===== config.mk =====
export PLATFORM = sky130hd
export DESIGN_NAME = hw_widen
export DESIGN_NICKNAME = d
export VERILOG_FILES = /design/src/rtl/hw_pkg.sv /design/src/rtl/hw_lead_one.sv /design/src/rtl/hw_assemble.sv /design/src/rtl/hw_widen.sv
export SDC_FILE = /design/constraint.sdc
export NUM_CORES = 1
export LEC_CHECK = 0
export BUFFER_PORTS_ARGS = -buffer_cell sky130_fd_sc_hd__buf_2
export CORE_ASPECT_RATIO = 0.8
export CORE_MARGIN = 2
export CORE_UTILIZATION = 54
export CTS_CLUSTER_SIZE = 20
export DETAILED_ROUTE_END_ITERATION = 12
export GPL_ROUTABILITY_DRIVEN = 0
export PLACE_DENSITY = 0.95
export SLEW_MARGIN = 25
export SYNTH_ARGS = -nofsm -noshare
export SYNTH_HDL_FRONTEND = slang
export SYNTH_SLANG_ARGS = --single-unit

===== constraint.sdc =====
create_clock -name clk -period 5.73 [get_ports clk]
set_input_delay 0.573 -clock clk [delete_from_list [all_inputs] [get_ports clk]]
set_output_delay 0.573 -clock clk [all_outputs]
set_load 0.05 [all_outputs]

===== src/rtl/hw_pkg.sv =====
package hw_pkg;

    localparam int HEXP_W = 5;
    localparam int HMAN_W = 10;
    localparam int HBIAS  = 15;
    localparam int POS_W  = $clog2(HMAN_W);

    typedef struct packed {
        logic              sgn;
        logic [HEXP_W-1:0] exp;
        logic [HMAN_W-1:0] man;
    } half_t;

    typedef enum logic [1:0] {
        CL_ZERO = 2'd0,
        CL_SUB  = 2'd1,
        CL_NORM = 2'd2,
        CL_SPEC = 2'd3
    } hclass_e;

    function automatic hclass_e classify(input half_t h);
        if (h.exp == '1)       return CL_SPEC;
        else if (h.exp != '0)  return CL_NORM;
        else if (h.man != '0)  return CL_SUB;
        else                   return CL_ZERO;
    endfunction

    function automatic int wide_exp_w(input bit wide64);
        return wide64 ? 11 : 8;
    endfunction

    function automatic int wide_man_w(input bit wide64);
        return wide64 ? 52 : 23;
    endfunction

endpackage


===== src/rtl/hw_lead_one.sv =====
module hw_lead_one #(
    parameter int W     = 10,
    parameter int POS_W = $clog2(W)
) (
    input  logic [W-1:0]     vec,
    output logic [POS_W-1:0] pos
);
    // Priority encoder: the highest set bit wins; all-zero yields 0.
    always_comb begin
        pos = '0;
        for (int i = 0; i < W; i++) begin
            if (vec[i]) pos = POS_W'(i);
        end
    end
endmodule


===== src/rtl/hw_assemble.sv =====
module hw_assemble
    import hw_pkg::*;
#(
    parameter int EW = 8,
    parameter int MW = 23
) (
    input  half_t             h,
    input  hclass_e           cls,
    input  logic [POS_W-1:0]  pos,
    output logic [EW+MW:0]    wide
);
    localparam int OBIAS = (1 << (EW - 1)) - 1;
    localparam int DELTA = OBIAS - HBIAS;
    localparam int PAD   = MW - HMAN_W;

    logic [EW-1:0]     e_out;
    logic [HMAN_W-1:0] m_out;
    logic [HMAN_W:0]   shifted;
    logic [POS_W-1:0]  shamt;

    always_comb begin
        shamt   = POS_W'(HMAN_W) - pos;
        shifted = {1'b0, h.man} << shamt;
        case (cls)
            CL_ZERO: begin
                e_out = '0;
                m_out = '0;
            end
            CL_SPEC: begin
                e_out = '1;
                m_out = h.man;
            end
            CL_NORM: begin
                e_out = EW'(h.exp) + EW'(DELTA);
                m_out = h.man;
            end
            default: begin
                e_out = EW'(DELTA - (HMAN_W - 1)) + EW'(pos);
                m_out = shifted[HMAN_W-1:0];
            end
        endcase
        wide = {h.sgn, e_out, m_out, {PAD{1'b0}}};
    end
endmodule


===== src/rtl/hw_widen.sv =====
module hw_widen
    import hw_pkg::*;
#(
    parameter bit WIDE64  = 1'b0,
    parameter bit REG_OUT = 1'b1,
    parameter int OUT_W   = WIDE64 ? 64 : 32
) (
    input  logic             clk,
    input  logic             rst,
    input  logic             in_valid,
    input  logic [15:0]      in_half,
    output logic             out_valid,
    output logic [OUT_W-1:0] out_wide
);
    localparam int EW    = wide_exp_w(WIDE64);
    localparam int MW    = wide_man_w(WIDE64);
    localparam int DELTA = ((1 << (EW - 1)) - 1) - HBIAS;

    half_t            h;
    hclass_e          cls;
    logic [POS_W-1:0] pos;
    logic [OUT_W-1:0] wide_c;

    always_comb begin
        h   = half_t'(in_half);
        cls = classify(h);
    end

    hw_lead_one #(.W(HMAN_W), .POS_W(POS_W)) u_lead (
        .vec (h.man),
        .pos (pos)
    );

    hw_assemble #(.EW(EW), .MW(MW)) u_asm (
        .h    (h),
        .cls  (cls),
        .pos  (pos),
        .wide (wide_c)
    );

    generate
        if (REG_OUT) begin : g_reg
            always_ff @(posedge clk) begin
                if (rst) begin
                    out_valid <= 1'b0;
                    out_wide  <= '0;
                end else begin
                    out_valid <= in_valid;
                    if (in_valid) out_wide <= wide_c;
                end
            end

            p_valid_lat_r6: assert property (@(posedge clk) disable iff (rst)
                !$past(rst) |-> out_valid == $past(in_valid));
            p_hold_r6: assert property (@(posedge clk) disable iff (rst)
                (!$past(rst) && !$past(in_valid)) |-> $stable(out_wide));
        end else begin : g_comb
            assign out_valid = in_valid;
            assign out_wide  = wide_c;
        end
    endgenerate

    // Combinational result vs. input pattern
    p_sign_r1: assert property (@(posedge clk) disable iff (rst)
        wide_c[OUT_W-1] == in_half[15]);
    p_zero_r2: assert property (@(posedge clk) disable iff (rst)
        (in_half[14:0] == 15'd0) |-> (wide_c[OUT_W-2:0] == '0));
    p_lead_one_r3: assert property (@(posedge clk) disable iff (rst)
        (cls == CL_SUB) |-> ((h.man >> pos) == 10'd1));
    p_sub_exp_r3: assert property (@(posedge clk) disable iff (rst)
        (cls == CL_SUB) |-> (int'(wide_c[OUT_W-2 -: EW]) <= DELTA
                             && int'(wide_c[OUT_W-2 -: EW]) >= DELTA - 9));
    p_special_r4: assert property (@(posedge clk) disable iff (rst)
        (in_half[14:10] == 5'h1f) |-> (wide_c[OUT_W-2 -: EW] == '1
                                       && wide_c[MW-1 -: HMAN_W] == in_half[9:0]));
    p_normal_r5: assert property (@(posedge clk) disable iff (rst)
        (cls == CL_NORM) |-> (int'(wide_c[OUT_W-2 -: EW]) == int'(in_half[14:10]) + DELTA));
endmodule


==> results.py, run 1 <==
metrics = {
    "synth": {
        "netlist_area_sq_um": 1530,
        "synth_top_family_by_area": "compound AO/OA/AOI/OAI gates",
        "synth_compound_area_share_pct": 31.1,
        "synthSimpleGateAreaFrac_pct": 25.1,
        "synthMuxAreaShare_pct": 3.43,
        "synth_xor_area_share_pct": 0.572,
        "syn_inst": 206,
        "synth.distinct_cells": 50,
        "ys_seq_elements": 19,
        "synth.avg_cell_area_sq_um": 7.43,
        "synth_top_area_share_pct": 24.8,
        "yosysWarnings": 0,
        "synth_seq_area_share_pct": 24.8,
        "synth_adder_area_share_pct": 1.63,
        "synth.area.top_cells": "dfxtp_1 25%, nor2_1 7.1%, buf_4 6.9%, a21oi_1 3.6%, a211oi_1 3.4%",
        "synth_largest_area_cell": "dfxtp_1",
    },
    "cts": {
        "cts_sinks": 19,
        "ctsResizeCount": 0,
        "clockBufferDepth": 2,
        "clk_latency_ns": 0.29,
        "postCtsHoldBufs": 0,
        "htree_levels": 1,
        "clk_pin_slew_ns": 0.10,
        "cts_setup_buffers": 0,
        "numCtsBuffers": 3,
        "cts_root_buffer": "clkbuf_4",
        "cts_tree": "yes",
    },
    "setup_path": {
        "max_stage_delay_ns": 0.60,
        "path_cells": "buf_2 > nor2b_1 > a211oi_2 > nand2_1 > ha_1 > o31a_1 > nor2_1 > mux2_2 > o21ai_0 > o22ai_1",
        "crit_slowest_cell": "nor2_1",
        "path_max_fanout": 12,
        "required_ns": 5.91,
        "startpoint_type": "primary input",
        "critPathKind": "in -> reg",
        "critical_path.top_delay_family": "simple AND/OR/NAND/NOR gates",
        "worstSetupEndpointType": "flop",
        "worstPathArrival_ns": 3.20,
        "path_buf_inv": 1,
    },
    "route": {
        "wl_met3_microns": 307,
        "dr.pass1.iters": 4,
        "vias": 1618,
        "drt_iter0_markers": 102,
        "ant_nets": 0,
        "viasPerCell": 6.04,
        "totalWireLength_mm": 3.77,
        "drt-met1-wl_mm": 1.62,
        "dr_wl_met2_mm": 1.78,
        "highest_layer": "met4",
        "drc": 0,
        "routedWlPerCell_microns": 14.1,
    },
    "global_route": {
        "grt-ovfl-total": 0,
        "grt_max_degree": 36,
        "grt_pass1_wl_mm": 6.13,
        "antenna_found_initial": 0,
        "grt_pass1_vias": 1378,
        "grt.total_usage_pct": 23.4,
    },
    "sta": {
        "min_period_ns": 3.02,
        "setup_viol": 0,
        "holdWs_ns": 0.480,
        "fin_setup_tns_ns": 0,
        "fin_crit_sh_pct": 52.7,
        "worstMarginPinSlew_ns": 0.756,
        "layout_setup_ws_ns": 2.71,
        "relSlewSlack_pct": 49.4,
        "max_freq_ghz": 0.331,
        "skew_ns": 0,
        "timing_hold_violations_final": 0,
        "rsz0062_at_grt": "no",
        "finalMaxSlewViolations": 0,
    },
    "pwr": {
        "p_leak_nw": 0.727,
        "ir_worst_vdd_mv": 0.127,
        "totalPowerFinal_mw": 0.361,
        "powerDensity_nw_per_um2": 217,
    },
    "floorplan": {
        "ios": 52,
        "chipWidth_microns": 63.5,
        "core_sq_um": 2720,
        "rows": 17,
        "initial_core_util_pct": 56.3,
        "die-area_sq_um": 3280,
        "die_h_microns": 51.6,
    },
    "layout": {
        "drive_above_1_share_pct": 20.4,
        "num_antenna_cells": 0,
        "final_cells": 268,
        "fin_area_sq_um": 1660,
        "fin_nets": 252,
        "fin_util_pct": 61.1,
        "fillers": 271,
        "synthToLayoutAreaGrowth_pct": 8.58,
    },
    "hold_path": {
        "hp-class": "reg -> reg",
    },
    "job": {
        "drv_cap": 0,
    },
    "placement": {
        "dp_cells": 264,
        "post-place-ws_ns": 2.45,
        "hpwl_mm": 2.78,
        "port_buffers": 38,
        "placed_area_sq_um": 1640,
    },
    "run_status": {
        "status": "completed",
    },
}
-- layout make-up --
cell class                      instances  area [sq um]  share of cell area, %
Tap cell                               38          47.5                   2.86
Multi-Input combinational cell        163           996                   59.9
Inverter                                6          22.5                   1.35
Timing Repair Buffer                   38           190                   11.4
Clock buffer                            4          26.3                   1.58
Sequential cell                        19           380                   22.9
-- final timing paths --
path                                  start  depth (start not counted)  slack (ns)                         to
setup / recovery                 in_half[7]                         10        2.71  out_wide[20]$_SDFFE_PP0P_
hold / removal    out_wide[27]$_SDFFE_PP0P_                          2        0.48  out_wide[27]$_SDFFE_PP0P_
setup reg to reg  out_wide[20]$_SDFFE_PP0P_                          3        4.82  out_wide[20]$_SDFFE_PP0P_
hold reg to reg   out_wide[27]$_SDFFE_PP0P_                          2        0.48  out_wide[27]$_SDFFE_PP0P_
-- worst min-delay path, cell delays in order, from the launching register on --
cell and delay [ns]:
dfxtp_1 0.32, nor2_1 0.08, nor3_1 0.05
-- cell usage after synthesis, drive strengths merged --
| master | number |
|---|---|
| a311oi | 6 |
| a2bb2oi | 1 |
| nor2 | 30 |
| o21ai | 8 |
| mux2i | 3 |
| inv | 6 |
| a31oi | 6 |
| nor3 | 4 |
| ha | 2 |
| or3 | 3 |
| nand2 | 10 |
| o41ai | 1 |
| a31o | 2 |
| nor2b | 7 |
| o21a | 1 |
| nand4 | 5 |
| a22o | 1 |
| xor2 | 1 |
| conb | 1 |
| and2 | 1 |
| a21boi | 3 |
| o31a | 3 |
| o211ai | 1 |
| o32a | 1 |
| o311ai | 2 |
| and3b | 2 |
| a211oi | 9 |
| o31ai | 1 |
| o2111ai | 1 |
| dfxtp | 19 |
| o2bb2ai | 1 |
| a22oi | 1 |
| o41a | 1 |
| nand2b | 5 |
| buf | 19 |
| mux2 | 2 |
| clkbuf | 11 |
| and3 | 1 |
| nor4 | 3 |
| or2 | 1 |
| a21oi | 11 |
| o21bai | 3 |
| nand3 | 4 |
| o22ai | 2 |
-- cells in the final DEF, fill, tap and decap left out, types with 7 or more instances in the layout --
cell,synthesis,layout
conb_1,1,13
a21oi_1,11,11
nand2_1,10,10
o21ai_0,8,8
nor2b_1,7,7
a211oi_1,7,7
dfxtp_1,19,19
buf_2,4,38
nor2_1,29,29
-- per-layer routing --
layer  track usage [%]  up-vias
li1                  -      780
met1              29.2      756
met4              7.61        0
met2              39.6       74
met3              6.28        8
met5                 0        -
-- kinds of logic (layout without fill, tap and decap cells) --
family / count (synthesis) / in the layout
buffers and inverters: 36 / 48
other: 1 / 13
AOI/OAI and AO/OA: 66 / 66
xor gates and xnor gates: 1 / 1
and+or+nand+nor: 76 / 76
DFF: 19 / 19
adders and majority gates: 2 / 2
muxes: 5 / 5
-- sequential cells by signal (all words and copies together), names as in the netlist --
| name | flops |
|---|---|
| out_valid | 1 |
| out_wide | 18 |
-- where the power goes --
part           internal, mW  switching (mW)  leakage [nW]
sequential            0.141         0.00429         0.158
combinational        0.0385           0.110         0.554
clock                0.0271          0.0399        0.0150
total                 0.207           0.154         0.727
Note: power is estimated with default switching activity, not from simulation.
==> run 2, diff against run 1 <==
CORE_UTILIZATION = 45   (was 54)
PLACE_DENSITY = 0.87   (was 0.95)
clock period = 2.6 ns   (was 5.73 ns; I/O delays follow)
==> run 2 against run 1 <==
Effect of this change:
- critical endpoint is now out_wide[19]$_SDFFE_PP0P_
- highest routed layer unchanged
- die area grew 19%
- non-clock buffer count up 6
- flip-flop and latch count is the same
- core utilization decreased by 6.6 points
- clock power increased to 3.0 times the previous value
- global-route usage down 3.5 points
- largest cell class unchanged
- critical path depth up 1
==> results.py, run 2 (synthesis gave the netlist of run 1 again) <==
metrics = {
    "floorplan": {
        "initial_core_util_pct": 48.2,
        "chipWidth_microns": 69.2,
        "rows": 18,
        "ios": 52,
        "die_h_microns": 56.2,
        "die-area_sq_um": 3890,
        "core_sq_um": 3180,
    },
    "sta": {
        "finalMaxSlewViolations": 0,
        "worstMarginPinSlew_ns": 0.582,
        "timing_hold_violations_final": 0,
        "skew_ns": 0,
        "max_freq_ghz": 0.422,
        "holdWs_ns": 0.239,
        "fin_crit_sh_pct": 91.1,
        "setup_viol": 0,
        "rsz0062_at_grt": "no",
        "layout_setup_ws_ns": 0.232,
        "relSlewSlack_pct": 61.2,
        "min_period_ns": 2.37,
    },
    "setup_path": {
        "required_ns": 2.77,
        "cp_num_cells": 11,
        "reg2reg_depth": 3,
        "worstSetupEndpointType": "flop",
        "timing.rr.start": "out_wide[20]$_SDFFE_PP0P_",
        "max_stage_delay_ns": 0.43,
        "path_max_fanout": 8,
        "critPathKind": "in -> reg",
        "crit_slowest_cell": "nor4_1",
        "crit_start": "in_half[3]",
        "startpoint_type": "primary input",
        "worstPathArrival_ns": 2.54,
        "path_buf_inv": 2,
        "critical_path.top_delay_family": "simple AND/OR/NAND/NOR gates",
        "path_cells": "buf_2 > nor2_1 > o31a_1 > nand2b_1 > inv_1 > ha_1 > nor4_1 > or2_1 > mux2i_1 > o21ai_0 > a211oi_1",
    },
    "cts": {
        "clk_pin_slew_ns": 0.07,
        "cts_sinks": 19,
        "clk_latency_ns": 0.25,
        "cts_root_buffer": "clkbuf_8",
        "cts_tree": "yes",
        "ctsResizeCount": 0,
        "htree_levels": 1,
        "clockBufferDepth": 2,
        "cts_setup_buffers": 0,
        "postCtsHoldBufs": 0,
        "numCtsBuffers": 3,
    },
    "pwr": {
        "p_leak_nw": 0.762,
        "ir_worst_vdd_mv": 0.373,
        "powerDensity_nw_per_um2": 498,
    },
    "global_route": {
        "grt_pass1_vias": 1430,
        "grt.total_usage_pct": 19.9,
        "grt-ovfl-total": 0,
        "antenna_found_initial": 0,
        "grt_pass1_wl_mm": 6.41,
        "grt_max_degree": 36,
    },
    "placement": {
        "port_buffers": 38,
        "post-place-ws_ns": -0.000750,
        "hpwl_mm": 3.09,
    },
    "hold_path": {
        "hp-class": "in -> reg",
        "hp-start": "in_half[15]",
        "hold_depth": 3,
    },
    "route": {
        "viasPerCell": 5.86,
        "ant_nets": 0,
        "routedWlPerCell_microns": 14.5,
        "dr.pass1.iters": 4,
        "drc": 0,
        "vias": 1616,
        "totalWireLength_mm": 4.00,
        "drt_iter0_markers": 150,
    },
    "layout": {
        "num_antenna_cells": 0,
        "largestRegisters": "out_wide: 18 flops, out_valid: 1 flops",
        "final_common_cell": "buf_2",
        "drive_above_1_share_pct": 22.5,
        "synthToLayoutAreaGrowth_pct": 12.9,
        "fin_nets": 258,
        "largest_reg_flops": 18,
        "largest-register": "out_wide",
        "final_cell_mix": "38 x buf_2, 29 x nor2_1, 19 x dfxtp_1",
    },
    "run_status": {
        "status": "completed",
    },
    "job": {
        "drv_cap": 0,
    },
}
-- run 2: cell types whose count changed in the layout (fill, tap and decap cells not counted), sizes merged --
| cell | before | now |
|---|---|---|
| buf | 38 | 44 |
-- run 2: where the power goes --
part | leakage (nW) | total (mW) | internal (mW) | switching, mW
clock | 0.0228 | 0.202 | 0.109 | 0.0932
sequential | 0.158 | 0.321 | 0.311 | 0.00961
combinational | 0.582 | 0.338 | 0.0931 | 0.245
-- run 2: path summary, 6_finish.rpt --
check / endpoint / slack [ns]
max: out_wide[19]$_SDFFE_PP0P_ / 0.23
min: out_wide[31]$_SDFFE_PP0P_ / 0.24
max reg2reg: out_wide[20]$_SDFFE_PP0P_ / 1.74
min reg2reg: out_wide[27]$_SDFFE_PP0P_ / 0.48
-- run 2: metrics by stage --
stage               total power [mW]  utilization [%]  cell area, sq um  std cells    TNS, ns
global route                   0.904             54.5              1730        276          0
floorplan                      0.599                -              1580        218          0
global placement               0.657             53.0              1680        272          0
CTS                            0.864             54.5              1730        276          0
finish                         0.861             54.5              1730        276          0
detailed placement             0.662             53.0              1680        272  -0.000750
-- run 2: worst min-delay path, cell delays in order --
cell     delay (ns)
buf_2          0.07
mux2i_1        0.06
nor2_1         0.07
-- run 2: layer usage --
metal | vias to the layer above | GRT usage, % | part of all wire [%]
li1 | 788 | - | -
met5 | - | 0 | 0
met3 | 8 | 5.07 | 7.8
met2 | 83 | 31.7 | 47
met1 | 737 | 26.5 | 44
met4 | 0 | 6.16 | 1.3
-- run 2: final cells by class --
class | instances | area (sq um)
fill | 321 | 1450
multi-input combinational | 163 | 996
sequential | 19 | 380
timing repair buffer | 44 | 235
tap | 40 | 50.0
clock buffer | 4 | 45.0
inverter | 6 | 22.5
